`src/rtl/i2cs_pkg.sv`:
```
package i2cs_pkg;
  localparam int unsigned STAT_W     = 8;
  localparam int unsigned BIT_LAST   = 0;
  localparam int unsigned BIT_GCALL  = 1;
  localparam int unsigned BIT_MATCH  = 2;
  localparam int unsigned BIT_ARB    = 3;
  localparam int unsigned BIT_IRQN   = 4;
  localparam int unsigned BIT_BUSY   = 5;
  localparam int unsigned BIT_XMIT   = 6;
  localparam int unsigned BIT_MASTER = 7;

  typedef enum logic [1:0] {
    MODE_SLV_RX = 2'b00,
    MODE_SLV_TX = 2'b01,
    MODE_MST_RX = 2'b10,
    MODE_MST_TX = 2'b11
  } mode_e;

  typedef struct packed {
    logic start;
    logic stop;
    logic arb_lost;
    logic nack;
    logic addr_done;
    logic addr_rw;
    logic addr_gcall;
    logic addr_match;
    logic bit_rx;
    logic bit_val;
    logic byte_done;
    logic start_blocked;
    logic irq;
  } bus_ev_t;
endpackage

```
`src/rtl/i2cs_mode.sv`:
```
module i2cs_mode
  import i2cs_pkg::*;
(
  input  logic    clk,
  input  logic    rst_n,
  input  bus_ev_t ev,
  input  logic    addr_only,
  input  logic    wr_en,
  input  mode_e   wr_mode,
  output mode_e   mode
);
  logic master_q, xmit_q, arb_wait_q;
  logic master_d, xmit_d, arb_wait_d;
  logic master_kill, xmit_kill, rw_take;

  // hardware clears, evaluated against the current mode
  assign master_kill = ev.stop | ev.start_blocked | (arb_wait_q & ev.byte_done);
  assign xmit_kill   = ev.arb_lost | ev.stop | ev.start_blocked |
                       (~master_q & (ev.start | ev.nack));
  assign rw_take     = ev.addr_done & ~addr_only & (mode == MODE_SLV_RX);

  always_comb begin
    master_d = master_q;
    if (wr_en) master_d = wr_mode[1];
    if (master_kill) master_d = 1'b0;

    xmit_d = xmit_q;
    if (wr_en) xmit_d = wr_mode[0];
    if (rw_take) xmit_d = ev.addr_rw;
    if (xmit_kill) xmit_d = 1'b0;

    arb_wait_d = arb_wait_q;
    if (arb_wait_q & ev.byte_done) arb_wait_d = 1'b0;
    if (ev.stop) arb_wait_d = 1'b0;
    if (ev.arb_lost) arb_wait_d = 1'b1;
  end

  always_ff @(posedge clk or negedge rst_n) begin
    if (!rst_n) begin
      master_q   <= 1'b0;
      xmit_q     <= 1'b0;
      arb_wait_q <= 1'b0;
    end else begin
      master_q   <= master_d;
      xmit_q     <= xmit_d;
      arb_wait_q <= arb_wait_d;
    end
  end

  assign mode = mode_e'({master_q, xmit_q});
endmodule

```
`src/rtl/i2cs_busy.sv`:
```
module i2cs_busy
  import i2cs_pkg::*;
(
  input  logic    clk,
  input  logic    rst_n,
  input  logic    enable,
  input  bus_ev_t ev,
  input  logic    wr_en,
  input  mode_e   wr_mode,
  input  logic    wr_busy,
  output logic    busy
);
  logic busy_d;

  always_comb begin
    busy_d = busy;
    if (wr_en && wr_mode == MODE_MST_TX) busy_d = wr_busy;
    if (ev.start) busy_d = 1'b1;
    if (ev.stop)  busy_d = 1'b0;
    if (!enable)  busy_d = 1'b0;
  end

  always_ff @(posedge clk or negedge rst_n) begin
    if (!rst_n) busy <= 1'b0;
    else        busy <= busy_d;
  end
endmodule

```
`src/rtl/i2cs_flags.sv`:
```
module i2cs_flags
  import i2cs_pkg::*;
(
  input  logic       clk,
  input  logic       rst_n,
  input  bus_ev_t    ev,
  input  logic       is_master,
  input  logic       wr_en,
  input  logic       wr_irqn,
  output logic [4:0] flags
);
  logic [4:0] q, d;

  always_comb begin
    d = q;
    if (ev.bit_rx) d[BIT_LAST] = ev.bit_val;
    if (ev.addr_done) begin
      d[BIT_GCALL] = ev.addr_gcall;
      d[BIT_MATCH] = ev.addr_match;
    end
    if (ev.stop) begin
      d[BIT_GCALL] = 1'b0;
      d[BIT_MATCH] = 1'b0;
    end
    if (ev.start)    d[BIT_ARB] = 1'b0;
    if (ev.arb_lost) d[BIT_ARB] = 1'b1;
    if (wr_en) d[BIT_IRQN] = wr_irqn;
    if (ev.irq || (ev.stop && !is_master)) d[BIT_IRQN] = 1'b0;
  end

  always_ff @(posedge clk or negedge rst_n) begin
    if (!rst_n) q <= 5'b1_0000;
    else        q <= d;
  end

  assign flags = q;
endmodule

```
`src/rtl/i2c_stat_reg.sv`:
```
module i2c_stat_reg
  import i2cs_pkg::*;
(
  input  logic              clk,
  input  logic              rst_n,
  input  logic              if_enable,
  input  logic              addr_only,
  input  logic              wr_en,
  input  logic [STAT_W-1:0] wr_data,
  input  logic              ev_start,
  input  logic              ev_stop,
  input  logic              ev_arb_lost,
  input  logic              ev_nack,
  input  logic              ev_addr_done,
  input  logic              addr_rw,
  input  logic              addr_gcall,
  input  logic              addr_match,
  input  logic              ev_bit_rx,
  input  logic              bit_val,
  input  logic              ev_byte_done,
  input  logic              ev_start_blocked,
  input  logic              ev_irq,
  output logic [STAT_W-1:0] status
);
  bus_ev_t    ev;
  mode_e      mode, wr_mode;
  logic       busy;
  logic [4:0] flags;

  assign ev = '{start: ev_start, stop: ev_stop, arb_lost: ev_arb_lost,
                nack: ev_nack, addr_done: ev_addr_done, addr_rw: addr_rw,
                addr_gcall: addr_gcall, addr_match: addr_match,
                bit_rx: ev_bit_rx, bit_val: bit_val, byte_done: ev_byte_done,
                start_blocked: ev_start_blocked, irq: ev_irq};
  assign wr_mode = mode_e'(wr_data[BIT_MASTER:BIT_XMIT]);

  i2cs_mode u_mode (
    .clk(clk), .rst_n(rst_n), .ev(ev), .addr_only(addr_only),
    .wr_en(wr_en), .wr_mode(wr_mode), .mode(mode)
  );

  i2cs_busy u_busy (
    .clk(clk), .rst_n(rst_n), .enable(if_enable), .ev(ev),
    .wr_en(wr_en), .wr_mode(wr_mode), .wr_busy(wr_data[BIT_BUSY]), .busy(busy)
  );

  i2cs_flags u_flags (
    .clk(clk), .rst_n(rst_n), .ev(ev), .is_master(mode[1]),
    .wr_en(wr_en), .wr_irqn(wr_data[BIT_IRQN]), .flags(flags)
  );

  assign status = {mode, busy, flags};
endmodule

```
`config.mk`:
```
export PLATFORM = sky130hd
export DESIGN_NAME = i2c_stat_reg
export DESIGN_NICKNAME = d
export VERILOG_FILES = /design/src/rtl/i2cs_pkg.sv /design/src/rtl/i2cs_mode.sv /design/src/rtl/i2cs_busy.sv /design/src/rtl/i2cs_flags.sv /design/src/rtl/i2c_stat_reg.sv
export SDC_FILE = /design/constraint.sdc
export NUM_CORES = 1
export LEC_CHECK = 0
export BUFFER_PORTS_ARGS = -buffer_cell sky130_fd_sc_hd__buf_4
export CAP_MARGIN = 20
export CORE_MARGIN = 5
export CORE_UTILIZATION = 30
export CTS_CLUSTER_SIZE = 30
export DETAILED_ROUTE_END_ITERATION = 6
export SLEW_MARGIN = 30
export SYNTH_ARGS = -nofsm -noshare
export SYNTH_HDL_FRONTEND = slang
export SYNTH_HIERARCHICAL = 1
export SYNTH_SLANG_ARGS = --single-unit
```
`constraint.sdc`:
```
create_clock -name clk -period 2.6 [get_ports clk]
set_input_delay 0.13 -clock clk [delete_from_list [all_inputs] [get_ports clk]]
set_output_delay 0.13 -clock clk [all_outputs]
set_load 0.005 [all_outputs]
```
After elaboration in Yosys (flattened, before gate mapping)
Index checks and enable logic that the tools add are counted.
Widths: inputs -> output; s select.
- logic and storage cells: 51
- bits in registers: 9
- reductions and logical operators: 11
- bitwise operators: 12
- multiplexer cells: 18
- eq/ne operators: 2
- operators with widths (cell ; count):
    $mux 1 ; 16
    $reduce_bool 2->1 ; 4
    $or 1x1->1 ; 6
    $reduce_bool 3->1 ; 2
    $and 1x1->1 ; 4
    $mux 2 ; 2
    $ne 4x1->1 const B ; 1
    $eq 2x2->1 const B ; 1
    $logic_and 1x1->1 ; 2
    $logic_not 2->1 ; 1
    $not 1->1 ; 2
    $logic_not 1->1 ; 1
    $logic_or 1x1->1 ; 1

Longest topological paths before layout
- depth after elaboration: 6
- depth in mapped cells: 3
- mapped depth without buffers: 3

Modules after synthesis
The synthesis kept the hierarchy.
- by module, submodules not included (module ; instances ; cells an instance ; area an instance (µm²)):
    i2cs_flags ; 1 ; 15 ; 206.4
    i2cs_mode ; 1 ; 17 ; 178.9
    i2cs_busy ; 1 ; 5 ; 56.3
    i2c_stat_reg ; 1 ; 1 ; 7.5

Worst setup path before layout
No wires, ideal clock.
- path kind: register to register
- from: register u_mode.master_q
- to: register u_mode.xmit_q
- arrival time: 0.945 ns
- library setup time: 0.123 ns
- clock period less this slack: 1.069 ns
- data required time: 2.477 ns
- stages on the path, launching flop included: 4
- path slack: 1.531 ns
- path through: dfrtp_1 -> nor4b_2 -> mux2i_1 -> a21oi_1
- cells in the longest elaborated chain, start to end: 4
- elaborated cells on any way between the ends: 8
- RTL lines (item ; line ; source):
    from (decl) ; i2cs_mode.sv:12 ; logic master_q, xmit_q, arb_wait_q;
    from (signal assigned) ; i2cs_mode.sv:44 ; master_q <= master_d;
    $logic_not 2->1 or $not 1->1 (tied branches) ; i2cs_mode.sv:20, i2cs_mode.sv:19 ;
    $and 1x1->1 (on tied branches) ; i2cs_mode.sv:20, i2cs_mode.sv:19 ;
    $mux 1 or $or 1x1->1 (tied branches) ; i2cs_mode.sv:29, i2cs_mode.sv:18 ;
    $mux 1 or $reduce_bool 3->1 (tied branches) ; n/a ;
    to (signal assigned) ; i2cs_mode.sv:45 ; xmit_q <= xmit_d;
    to (decl) ; i2cs_mode.sv:12 ;
Parallel ways exist; a longest one is shown, timed or not.
A chain may end at the register's enable or synchronous reset.

Worst setup path in the final report
Ends and elaborated chain as after synthesis.

==> impl_metrics.env <==
export IMPL_drtIter0Drc=4
export IMPL_r2r_start="u_mode/master_q$_DFFE_PN0P_"
export IMPL_crit_path_end_kind="register"
export IMPL_avgRoutedWirePerCell_um=12.8
export IMPL_hold_viol_final=0
export IMPL_netlist_area_sq_um=449
export IMPL_h_tree_depth=1
export IMPL_min_path_cells=2
export IMPL_hold_path_class="primary input to register"
export IMPL_area_growth_pct=58.2
export IMPL_cp_arrival_ns=1.30
export IMPL_min_from="ev_start_blocked"
export IMPL_ys_ff_latch=9
export IMPL_maxCapViolCount=0
export IMPL_antenna_found_initial=0
export IMPL_yosysUniqueCellTypes=22
export IMPL_total_power_w=0.000322
export IMPL_setup_worst_path_start="u_mode/master_q$_DFFE_PN0P_"
export IMPL_max_freq_mhz=867
export IMPL_path_class="register to register"
export IMPL_crit_path_start_kind="register"
export IMPL_maxSlewViolCount=0
export IMPL_cp_max_fo=5
export IMPL_drive_gt1_frac=0.529
export IMPL_io_pins=34
export IMPL_ant_nets=0
export IMPL_syn_num_nets=64
export IMPL_vias=397
export IMPL_power_density_mw_per_mm2=453
export IMPL_syn_avg_cell_area_sq_um=11.8
export IMPL_yosysWarnings=6
export IMPL_nNetsFinal=97
export IMPL_port_buffers=29
export IMPL_cts_repair_resize_count=0
export IMPL_rows=14
export IMPL_viasPerCell=4.62
export IMPL_synth_seq_area_share=0.504
export IMPL_yosysTopAreaCell="dfrtp_1"
export IMPL_period_needed_ns=1.15
export IMPL_die_width_um=48.7
export IMPL_grt_util_all_layers=0.0984
export IMPL_relSlewSlack=0.759
export IMPL_die_y_um=48.7
export IMPL_synthTopCellsByArea="dfrtp_1, mux2i_1, dfstp_2"
export IMPL_cts_sinks=9
export IMPL_hold_path_end="u_mode/master_q$_DFFE_PN0P_"
export IMPL_synth_top_cell_area_share=0.446
export IMPL_core_sq_mm=0.00145
export IMPL_die_area_sq_mm=0.00237
export IMPL_netlist_instances=38
export IMPL_clkLatencyLatePin_ns=0.26
export IMPL_clockRootBuffer="clkbuf_4"
export IMPL_post_route_period_util=0.444
export IMPL_gp_congestion=0.705
export IMPL_rsz0062_at_grt="false"
export IMPL_r2r_end="u_mode/xmit_q$_DFFE_PN0P_"
export IMPL_ir_worst_vdd_mv=0.300
export IMPL_setup_viol=0
export IMPL_status="completed"
export IMPL_skew_ns=0.00261
export IMPL_tns_ns=0
export IMPL_power_leakage_nw=0.355
export IMPL_drcViolationCount=0
export IMPL_grt_max_degree=10
export IMPL_reg2reg_slack_ns=1.45
export IMPL_grt_pass1_wl_um=1810
export IMPL_first_global_vias=436
export IMPL_worst_pin_slew_ns=0.352
export IMPL_reg2reg_depth=3
export IMPL_clock_path_buffers=2
export IMPL_cts_tree="done"
export IMPL_antenna_cells=0
export IMPL_grt_overflow_total=0
export IMPL_firstDrtPassIters=4
export IMPL_clkTransAtPathRegs_ns=0.06
export IMPL_required_ns=2.74
export IMPL_initial_core_util=0.309
export IMPL_numCtsBuffers=3
export IMPL_wl_um=1100
==> logic make-up after synthesis <==
logic type,count (synthesis),synth area share
buffers and inverters,4,0.0585
multiplexers,6,0.145
AND/OR/NAND/NOR,13,0.189
flip-flops,9,0.504
AO/OA/AOI/OAI,6,0.103
==> worst max-delay path: stages, from the launching register on <==
cell	delay [ns]
dfrtp_1	0.43
nor4b_2	0.32
mux2i_1	0.21
a21oi_1	0.08
==> cell usage after synthesis <==
master,number
nand2b_1,1
a21oi_1,1
dfstp_2,1
nor2_1,3
nor3_1,1
o21ai_0,1
a2111oi_0,1
nor3_2,1
and2_1,1
a21o_1,1
dfrtp_1,8
nor4b_2,1
nor3b_1,1
o311a_1,1
a311o_1,1
mux2i_1,5
or2_2,1
inv_1,1
buf_4,3
nor2b_1,2
mux2_4,1
nand3_1,1
==> stage by stage <==
stage	setup WS, ns	std cells	instance area [sq um]	utilization	hold WS (ns)
6_report	1.45	86	711	0.489	0.0478
5_1_grt	1.33	86	711	0.489	0.0435
4_1_cts	1.43	86	711	0.489	0.0344
3_5_place_dp	1.44	80	664	0.457	-0.0396
3_3_place_gp	1.42	80	664	0.457	-0.0396
2_1_floorplan	1.53	38	449	-	-0.166
==> sequential cells by signal (all words and copies together) (netlist names) <==
register	count
u_flags/flags	5
u_mode/arb_wait_q	1
u_mode/xmit_q	1
u_mode/master_q	1
u_busy/busy	1
==> final cells by class <==
cell class	instances	area, sq um
Clock buffer	4	26.3
Fill cell	144	743
Inverter	1	3.75
Multi-Input combinational cell	25	196
Sequential cell	9	226
Tap cell	16	20.0
Timing Repair Buffer	31	238
==> power breakdown <==
part,switching (W),internal (W)
combinational,0.0000218,0.0000423
clock,0.0000471,0.0000590
sequential,0.00000413,0.000148
total,0.0000730,0.000249
==> repair_timing <==
item,CTS,global route
buffers inserted,0,0
hold buffers,2,0
hold endpoints to repair,10,0
==> placed cells by master, fill, tap and decap left out, types with 2 or more instances in the layout <==
master,instances
clkbuf_4,3
buf_4,29
mux2i_1,5
nor2b_1,2
dlygate4sd3_1,2
dfrtp_1,8
nor2_1,3
==> worst max-delay path by stage <==
stage | end | slack, ns | cells past startpoint
after global routing | u_mode/xmit_q$_DFFE_PN0P_ | 1.33 | 3
final | u_mode/xmit_q$_DFFE_PN0P_ | 1.45 | 3
after detailed placement | u_mode/xmit_q$_DFFE_PN0P_ | 1.44 | 3
after CTS | u_mode/xmit_q$_DFFE_PN0P_ | 1.43 | 3
after global placement | u_mode/xmit_q$_DFFE_PN0P_ | 1.42 | 3
after floorplan | u_mode/xmit_q$_DFFE_PN0P_ | 1.53 | 3
==> routing by layer <==
metal | GRT usage | vias up | wire length, um | part of all wire
li1 | - | 198 | - | -
met1 | 0.101 | 184 | 418 | 0.38
met2 | 0.159 | 13 | 583 | 0.53
met3 | 0.0429 | 2 | 77 | 0.070
met4 | 0.0673 | 0 | 19 | 0.017
met5 | 0 | - | 0 | 0
(Power assumes the default switching activity.)
